[src/rtl/busclr_pkg.sv]
// Package: shared phase type and the STOP level pattern of the bus-clear sequencer.
package busclr_pkg;

    typedef enum logic [1:0] {
        PH_IDLE   = 2'd0,
        PH_CLK_HI = 2'd1,
        PH_CLK_LO = 2'd2,
        PH_STOP   = 2'd3
    } busclr_phase_e;

    localparam int STOP_STEPS = 5;

    // Bus levels {scl, sda} (1 = released) for each STOP half-period.
    function automatic logic [1:0] stop_levels(input logic [2:0] step);
        case (step)
            3'd0, 3'd1: stop_levels = 2'b01;
            3'd2:       stop_levels = 2'b00;
            3'd3:       stop_levels = 2'b10;
            default:    stop_levels = 2'b11;
        endcase
    endfunction

endpackage

[src/rtl/busclr_timer.sv]
// Half-period timer. Captures the half-period length on load (0 becomes 1),
// then raises tick on the last cycle of every half-period while run is high.
// Assumes load and run are never high together.
module busclr_timer #(
    parameter int HW = 16
) (
    input  logic          clk,
    input  logic          rst_n,
    input  logic          load_i,
    input  logic          run_i,
    input  logic [HW-1:0] half_i,
    output logic          tick_o
);
    logic [HW-1:0] len_q;
    logic [HW-1:0] cnt_q;
    logic [HW-1:0] len_eff;

    // Clamp a zero length to one cycle.
    always_comb len_eff = (half_i == '0) ? HW'(1) : half_i;

    // Capture the length and count down the current half-period.
    always_ff @(posedge clk) begin
        if (!rst_n) begin
            len_q <= HW'(1);
            cnt_q <= '0;
        end else if (load_i) begin
            len_q <= len_eff;
            cnt_q <= len_eff - HW'(1);
        end else if (run_i) begin
            if (cnt_q == '0) cnt_q <= len_q - HW'(1);
            else             cnt_q <= cnt_q - HW'(1);
        end
    end

    // A half-period ends when the count reaches zero.
    always_comb tick_o = run_i && (cnt_q == '0);

endmodule

[src/rtl/busclr_fsm.sv]
// Phase sequencer. Steps through PULSES SCL pulses with SDA released, then
// the five STOP half-periods, advancing on each timer tick. Outputs the
// requested line levels (1 = released) and a finish strobe on the last tick.
module busclr_fsm
    import busclr_pkg::*;
#(
    parameter int PULSES = 9
) (
    input  logic clk,
    input  logic rst_n,
    input  logic accept_i,
    input  logic tick_i,
    output logic idle_o,
    output logic scl_lvl_o,
    output logic sda_lvl_o,
    output logic finish_o
);
    localparam int PCW = (PULSES > 1) ? $clog2(PULSES) : 1;
    localparam logic [PCW-1:0] LAST_PULSE = PCW'(PULSES - 1);
    localparam logic [2:0]     LAST_STEP  = 3'(STOP_STEPS - 1);

    busclr_phase_e  ph_q;
    logic [PCW-1:0] pcnt_q;
    logic [2:0]     step_q;

    // Phase, pulse and STOP-step progression.
    always_ff @(posedge clk) begin
        if (!rst_n) begin
            ph_q   <= PH_IDLE;
            pcnt_q <= '0;
            step_q <= '0;
        end else begin
            case (ph_q)
                PH_IDLE: if (accept_i) begin
                    ph_q   <= PH_CLK_HI;
                    pcnt_q <= '0;
                    step_q <= '0;
                end
                PH_CLK_HI: if (tick_i) ph_q <= PH_CLK_LO;
                PH_CLK_LO: if (tick_i) begin
                    if (pcnt_q == LAST_PULSE) begin
                        ph_q <= PH_STOP;
                    end else begin
                        ph_q   <= PH_CLK_HI;
                        pcnt_q <= pcnt_q + PCW'(1);
                    end
                end
                default: if (tick_i) begin
                    if (step_q == LAST_STEP) ph_q <= PH_IDLE;
                    else                     step_q <= step_q + 3'd1;
                end
            endcase
        end
    end

    // Line levels requested by the current phase.
    always_comb begin
        case (ph_q)
            PH_CLK_LO: {scl_lvl_o, sda_lvl_o} = 2'b01;
            PH_STOP:   {scl_lvl_o, sda_lvl_o} = stop_levels(step_q);
            default:   {scl_lvl_o, sda_lvl_o} = 2'b11;
        endcase
    end

    // Status toward the top level.
    always_comb begin
        idle_o   = (ph_q == PH_IDLE);
        finish_o = (ph_q == PH_STOP) && tick_i && (step_q == LAST_STEP);
    end

endmodule

[src/rtl/busclr_result.sv]
// Result holder. Clears on an accepted start, and on finish records busy as
// the inverse of the sampled SDA and raises done for one cycle.
module busclr_result (
    input  logic clk,
    input  logic rst_n,
    input  logic accept_i,
    input  logic finish_i,
    input  logic sda_in_i,
    output logic done_o,
    output logic busy_o
);
    // Done pulse and held pass/fail flag.
    always_ff @(posedge clk) begin
        if (!rst_n) begin
            done_o <= 1'b0;
            busy_o <= 1'b0;
        end else begin
            done_o <= finish_i;
            if (accept_i)      busy_o <= 1'b0;
            else if (finish_i) busy_o <= ~sda_in_i;
        end
    end

endmodule

[src/rtl/busclr_seq.sv]
// Bus-clear recovery sequencer top. Overrides SCL/SDA to give nine clock
// pulses, a STOP, and an SDA check. Assumes sda_in_i is already synchronised.
module busclr_seq #(
    parameter int HW     = 16,
    parameter int PULSES = 9
) (
    input  logic          clk,
    input  logic          rst_n,
    input  logic          start_i,
    input  logic [HW-1:0] half_i,
    input  logic          sda_in_i,
    output logic          ovr_o,
    output logic          scl_pull_o,
    output logic          sda_pull_o,
    output logic          done_o,
    output logic          busy_o
);
    logic idle, tick, finish, accept, scl_lvl, sda_lvl;

    // A start counts only while idle.
    always_comb accept = start_i && idle;

    busclr_timer #(.HW(HW)) u_timer (
        .clk    (clk),
        .rst_n  (rst_n),
        .load_i (accept),
        .run_i  (!idle),
        .half_i (half_i),
        .tick_o (tick)
    );

    busclr_fsm #(.PULSES(PULSES)) u_fsm (
        .clk       (clk),
        .rst_n     (rst_n),
        .accept_i  (accept),
        .tick_i    (tick),
        .idle_o    (idle),
        .scl_lvl_o (scl_lvl),
        .sda_lvl_o (sda_lvl),
        .finish_o  (finish)
    );

    busclr_result u_result (
        .clk      (clk),
        .rst_n    (rst_n),
        .accept_i (accept),
        .finish_i (finish),
        .sda_in_i (sda_in_i),
        .done_o   (done_o),
        .busy_o   (busy_o)
    );

    // Open-drain pin drive: pull low only under override.
    always_comb begin
        ovr_o      = !idle;
        scl_pull_o = !idle && !scl_lvl;
        sda_pull_o = !idle && !sda_lvl;
    end

endmodule

[config.mk]
export PLATFORM = sky130hd
export DESIGN_NAME = busclr_seq
export DESIGN_NICKNAME = d
export VERILOG_FILES = /design/src/rtl/busclr_pkg.sv /design/src/rtl/busclr_timer.sv /design/src/rtl/busclr_fsm.sv /design/src/rtl/busclr_result.sv /design/src/rtl/busclr_seq.sv
export SDC_FILE = /design/constraint.sdc
export NUM_CORES = 1
export LEC_CHECK = 0
export BUFFER_PORTS_ARGS = -buffer_cell sky130_fd_sc_hd__clkbuf_2
export CORE_ASPECT_RATIO = 0.75
export CORE_MARGIN = 3
export CORE_UTILIZATION = 53
export DETAILED_ROUTE_END_ITERATION = 16
export PLACE_DENSITY = 0.82
export SLEW_MARGIN = 5
export SYNTH_ARGS = -nofsm -noshare
export SYNTH_HDL_FRONTEND = slang
export SYNTH_SLANG_ARGS = --single-unit
[constraint.sdc]
create_clock -name clk -period 2.6 [get_ports clk]
set_clock_uncertainty 0.2 [all_clocks]
set_input_delay 0.52 -clock clk [delete_from_list [all_inputs] [get_ports clk]]
set_output_delay 0.52 -clock clk [all_outputs]
set_load 0.02 [all_outputs]
==> run_summary.xml <==
<?xml version="1.0" encoding="UTF-8"?>
<metrics>
  <group name="status">
    <metric name="status" unit="">complete, but fails checks</metric>
    <metric name="violations" unit="">negative setup slack</metric>
  </group>
  <group name="floorplanning">
    <metric name="fp.coreArea" unit="sq mm">0.00423</metric>
    <metric name="die_x" unit="microns">84.0</metric>
    <metric name="die_area" unit="sq mm">0.00542</metric>
    <metric name="dieHeight" unit="microns">64.5</metric>
    <metric name="start_util" unit="%">57.2</metric>
    <metric name="io-pin-count" unit="">25</metric>
    <metric name="row_count" unit="">20</metric>
  </group>
  <group name="setup_path">
    <metric name="data_required_time_of_the_critical_path" unit="ns">2.60</metric>
    <metric name="slowest_delay" unit="ns">0.39</metric>
    <metric name="crit_path_top_delay_cell" unit="">sky130_fd_sc_hd__nor3b_4</metric>
    <metric name="cp_data_arrival_time" unit="ns">2.67</metric>
    <metric name="regToRegSetupSlack" unit="ns">-0.06</metric>
    <metric name="regToRegStartpoint" unit="">u_fsm.ph_q[1]</metric>
    <metric name="critical_path.startpoint_type" unit="">flip-flop</metric>
    <metric name="cp_cell_sequence" unit="">inv_2 &gt; ha_4 &gt; and2_4 &gt; buf_4 &gt; nand2_1 &gt; o21a_1 &gt; ha_2 &gt; nor3b_4 &gt; nand2_1 &gt; and3_1 &gt; o31a_1</metric>
    <metric name="worst-setup-path-type" unit="">reg2reg</metric>
    <metric name="critical_path_buf_inv_count" unit="">2</metric>
    <metric name="critPathMostFrequentCell" unit="">sky130_fd_sc_hd__nand2_1</metric>
    <metric name="timing.critical_path.fanout_max" unit="">5</metric>
    <metric name="crit_path_capture_type" unit="">flip-flop</metric>
    <metric name="delay_heaviest_family_cp" unit="">simple AND/OR/NAND/NOR gates</metric>
    <metric name="critical_path.startpoint" unit="">u_fsm.ph_q[1]</metric>
  </group>
  <group name="synth">
    <metric name="netlist_area" unit="sq mm">0.00242</metric>
    <metric name="yosys_register_bits" unit="">43</metric>
    <metric name="synthTopCellsByCount" unit="">43 x sky130_fd_sc_hd__dfxtp_1, 43 x sky130_fd_sc_hd__nand2_1, 30 x sky130_fd_sc_hd__a21oi_1, 27 x sky130_fd_sc_hd__nor2_1, 23 x sky130_fd_sc_hd__o21ai_0</metric>
    <metric name="synth_edf_count" unit="">0</metric>
    <metric name="netlist_instances" unit="">306</metric>
    <metric name="synth_cell_type_count" unit="">46</metric>
    <metric name="cell_taking_the_most_area_after_synthesis" unit="">sky130_fd_sc_hd__dfxtp_1</metric>
    <metric name="dominantRegCellSynth" unit="">sky130_fd_sc_hd__dfxtp_1</metric>
    <metric name="synth_area_per_cell" unit="sq um">7.91</metric>
    <metric name="seq_area_frac_synth" unit="%">35.6</metric>
    <metric name="synthesis.yosys.warnings" unit="">0</metric>
    <metric name="async_flop_share" unit="%">0</metric>
    <metric name="synthTopCellsByArea" unit="">sky130_fd_sc_hd__dfxtp_1 36%, sky130_fd_sc_hd__nand2_1 6.7%, sky130_fd_sc_hd__a21oi_1 6.2%</metric>
    <metric name="post-synth-top-area-fraction" unit="%">35.6</metric>
    <metric name="net_count_after_synthesis" unit="">338</metric>
  </group>
  <group name="sta">
    <metric name="max_freq" unit="GHz">0.375</metric>
    <metric name="post-route-worst-setup-slack" unit="ns">-0.0641</metric>
    <metric name="finalSetupViolCount" unit="">1</metric>
    <metric name="hold_violations" unit="">0</metric>
    <metric name="slew_headroom" unit="%">51.9</metric>
    <metric name="hold_slack" unit="ns">0.263</metric>
    <metric name="period_needed" unit="ns">2.66</metric>
    <metric name="final.setup.tns" unit="ns">-0.0641</metric>
    <metric name="period_share" unit="%">102</metric>
    <metric name="unrepaired_setup_endpoints_after_global_routing" unit="">yes</metric>
    <metric name="drv_slew" unit="">0</metric>
    <metric name="least_margin_pin_slew" unit="ns">0.719</metric>
  </group>
  <group name="finish">
    <metric name="antenna_cells" unit="">0</metric>
    <metric name="post-route-util" unit="%">78.4</metric>
    <metric name="areaGrowthSynthToFinish" unit="%">37.0</metric>
    <metric name="nNetsFinal" unit="">420</metric>
    <metric name="drive_above_1_share" unit="%">35.7</metric>
  </group>
  <group name="global_route">
    <metric name="grt_antenna_before_repair" unit="">0</metric>
    <metric name="remaining_global_route_overflow" unit="">0</metric>
    <metric name="grt_start_max_net_pins" unit="">20</metric>
    <metric name="wire_length_of_the_first_global_routing_pass" unit="mm">11.4</metric>
    <metric name="gr-usage-all-layers" unit="%">26.4</metric>
    <metric name="grt_pass1_vias" unit="">2452</metric>
  </group>
  <group name="placed_design">
    <metric name="pre_cts_slack" unit="ns">-0.140</metric>
    <metric name="port_bufs" unit="">24</metric>
    <metric name="finalWeightedCongestion" unit="">0.862</metric>
    <metric name="detailedPlacementHpwl" unit="mm">5.29</metric>
  </group>
  <group name="route">
    <metric name="first_pass_iters" unit="">7</metric>
    <metric name="ant_nets" unit="">0</metric>
    <metric name="drc_errors_left" unit="">0</metric>
    <metric name="avgRoutedWirePerCell" unit="microns">17.6</metric>
    <metric name="route.final.wire_length" unit="mm">7.82</metric>
    <metric name="drt-vias-per-instance" unit="">6.21</metric>
    <metric name="vias" unit="">2759</metric>
    <metric name="dr.first_iter.drc_count" unit="">345</metric>
  </group>
  <group name="clock_tree">
    <metric name="cts-htree-levels" unit="">2</metric>
    <metric name="worst_setup_hold_path_clk_slew" unit="ns">0.09</metric>
    <metric name="clkLatencyLatePin" unit="ns">0.31</metric>
    <metric name="cts_buffers" unit="">5</metric>
    <metric name="ctsLongestPathBuffers" unit="">2</metric>
    <metric name="number_of_clock_sinks" unit="">43</metric>
    <metric name="post_cts_hold_buffer_count" unit="">0</metric>
    <metric name="clk_root_buffer_cell" unit="">sky130_fd_sc_hd__clkbuf_8</metric>
    <metric name="cts_tree" unit="">built</metric>
  </group>
  <group name="pwr">
    <metric name="vdd_drop_max" unit="uV">547</metric>
    <metric name="cellPowerDensity" unit="mW/mm^2">851</metric>
    <metric name="leakage_dissipation" unit="nW">1.39</metric>
  </group>
  <group name="hold_path">
    <metric name="min_delay_startpoint" unit="">u_timer.len_q[14]</metric>
    <metric name="min_path_type" unit="">reg2reg</metric>
  </group>
  <group name="run">
    <metric name="max-cap-violations" unit="">0</metric>
  </group>
</metrics>
stage by stage:
step / power, mW / area [sq um] / std cells
2_1_floorplan: 1.49 / 2440 / 306
3_3_place_gp: 1.92 / 3000 / 427
3_5_place_dp: 1.97 / 3000 / 427
4_1_cts: 2.63 / 3160 / 435
5_1_grt: 2.95 / 3310 / 444
6_report: 2.82 / 3310 / 444
tightest hold or removal path, stage by stage (launching register included):
cell and delay (ns):
sky130_fd_sc_hd__dfxtp_1 0.32, sky130_fd_sc_hd__nand2_1 0.05, sky130_fd_sc_hd__a21oi_1 0.05
final timing paths:
| check | to | depth (start not counted) |
|---|---|---|
| min reg2reg | u_timer.len_q[14] | 2 |
| max reg2reg | u_timer.cnt_q[6] | 11 |
| max | u_timer.cnt_q[6] | 11 |
| min | u_timer.len_q[14] | 2 |
placed cells by master (no fill, tap or decap), types with 5 or more instances in the layout:
master                     synthesis  layout
sky130_fd_sc_hd__inv_1            12      10
sky130_fd_sc_hd__dfxtp_2           0      14
sky130_fd_sc_hd__clkbuf_8          0       5
sky130_fd_sc_hd__dfxtp_1          43      29
sky130_fd_sc_hd__nand2_1          43      42
sky130_fd_sc_hd__o21a_1            8       8
sky130_fd_sc_hd__nor4_1            9       5
sky130_fd_sc_hd__a21oi_1          30      30
sky130_fd_sc_hd__xnor2_1           5       5
sky130_fd_sc_hd__o211ai_1          6       6
sky130_fd_sc_hd__xor2_1            5       5
sky130_fd_sc_hd__clkbuf_2          0      24
sky130_fd_sc_hd__a211oi_1          5       5
sky130_fd_sc_hd__ha_1             12      10
sky130_fd_sc_hd__nor3_1            7       7
sky130_fd_sc_hd__o21ai_0          23      22
sky130_fd_sc_hd__buf_4             0      65
sky130_fd_sc_hd__nor2_1           27      27
power by group:
part | total, mW | internal, mW | leakage (nW) | switching, mW
Sequential | 0.851 | 0.771 | 0.358 | 0.0808
Combinational | 1.34 | 0.631 | 0.968 | 0.711
Clock | 0.628 | 0.384 | 0.0654 | 0.244
Total | 2.82 | 1.79 | 1.39 | 1.04
layer usage:
layer,wire length [microns],vias to the layer above,global-route usage [%]
met4,217,0,8.84
met2,3600,190,44.2
met1,3160,1273,34.1
met3,840,38,5.21
li1,-,1258,-
met5,0,-,0
state kept, by name, summed over array words and instances (netlist names):
| name | flops |
|---|---|
| u_fsm.pcnt_q | 4 |
| u_fsm.ph_q | 2 |
| u_fsm.step_q | 3 |
| u_result.busy_o | 1 |
| u_result.done_o | 1 |
| u_timer.cnt_q | 16 |
| u_timer.len_q | 16 |
cells by family after synthesis:
| logic type | after synthesis | synth area share [%] |
|---|---|---|
| DFF | 43 | 35.6 |
| AOI/OAI and AO/OA | 88 | 22.3 |
| and+or+nand+nor | 118 | 25.0 |
| muxes | 5 | 2.12 |
| xor gates and xnor gates | 10 | 3.62 |
| buffers and inverters | 30 | 5.17 |
| adders and majority gates | 12 | 6.20 |
final cells by class:
| cell class | count | area (sq um) |
|---|---|---|
| Sequential cell | 43 | 878 |
| Clock inverter | 2 | 60.1 |
| Clock buffer | 6 | 72.6 |
| Fill cell | 267 | 915 |
| Inverter | 13 | 48.8 |
| Multi-Input combinational cell | 233 | 1540 |
| Tap cell | 55 | 68.8 |
| Timing Repair Buffer | 92 | 642 |
what timing repair did:
action | in CTS | in global routing
pin swaps | 1 | 17
gates resized for setup | 5 | 31
buffers inserted | 0 | 9
endpoints found under the setup margin | 13 | 14
Power figures use the tool's default switching activity.
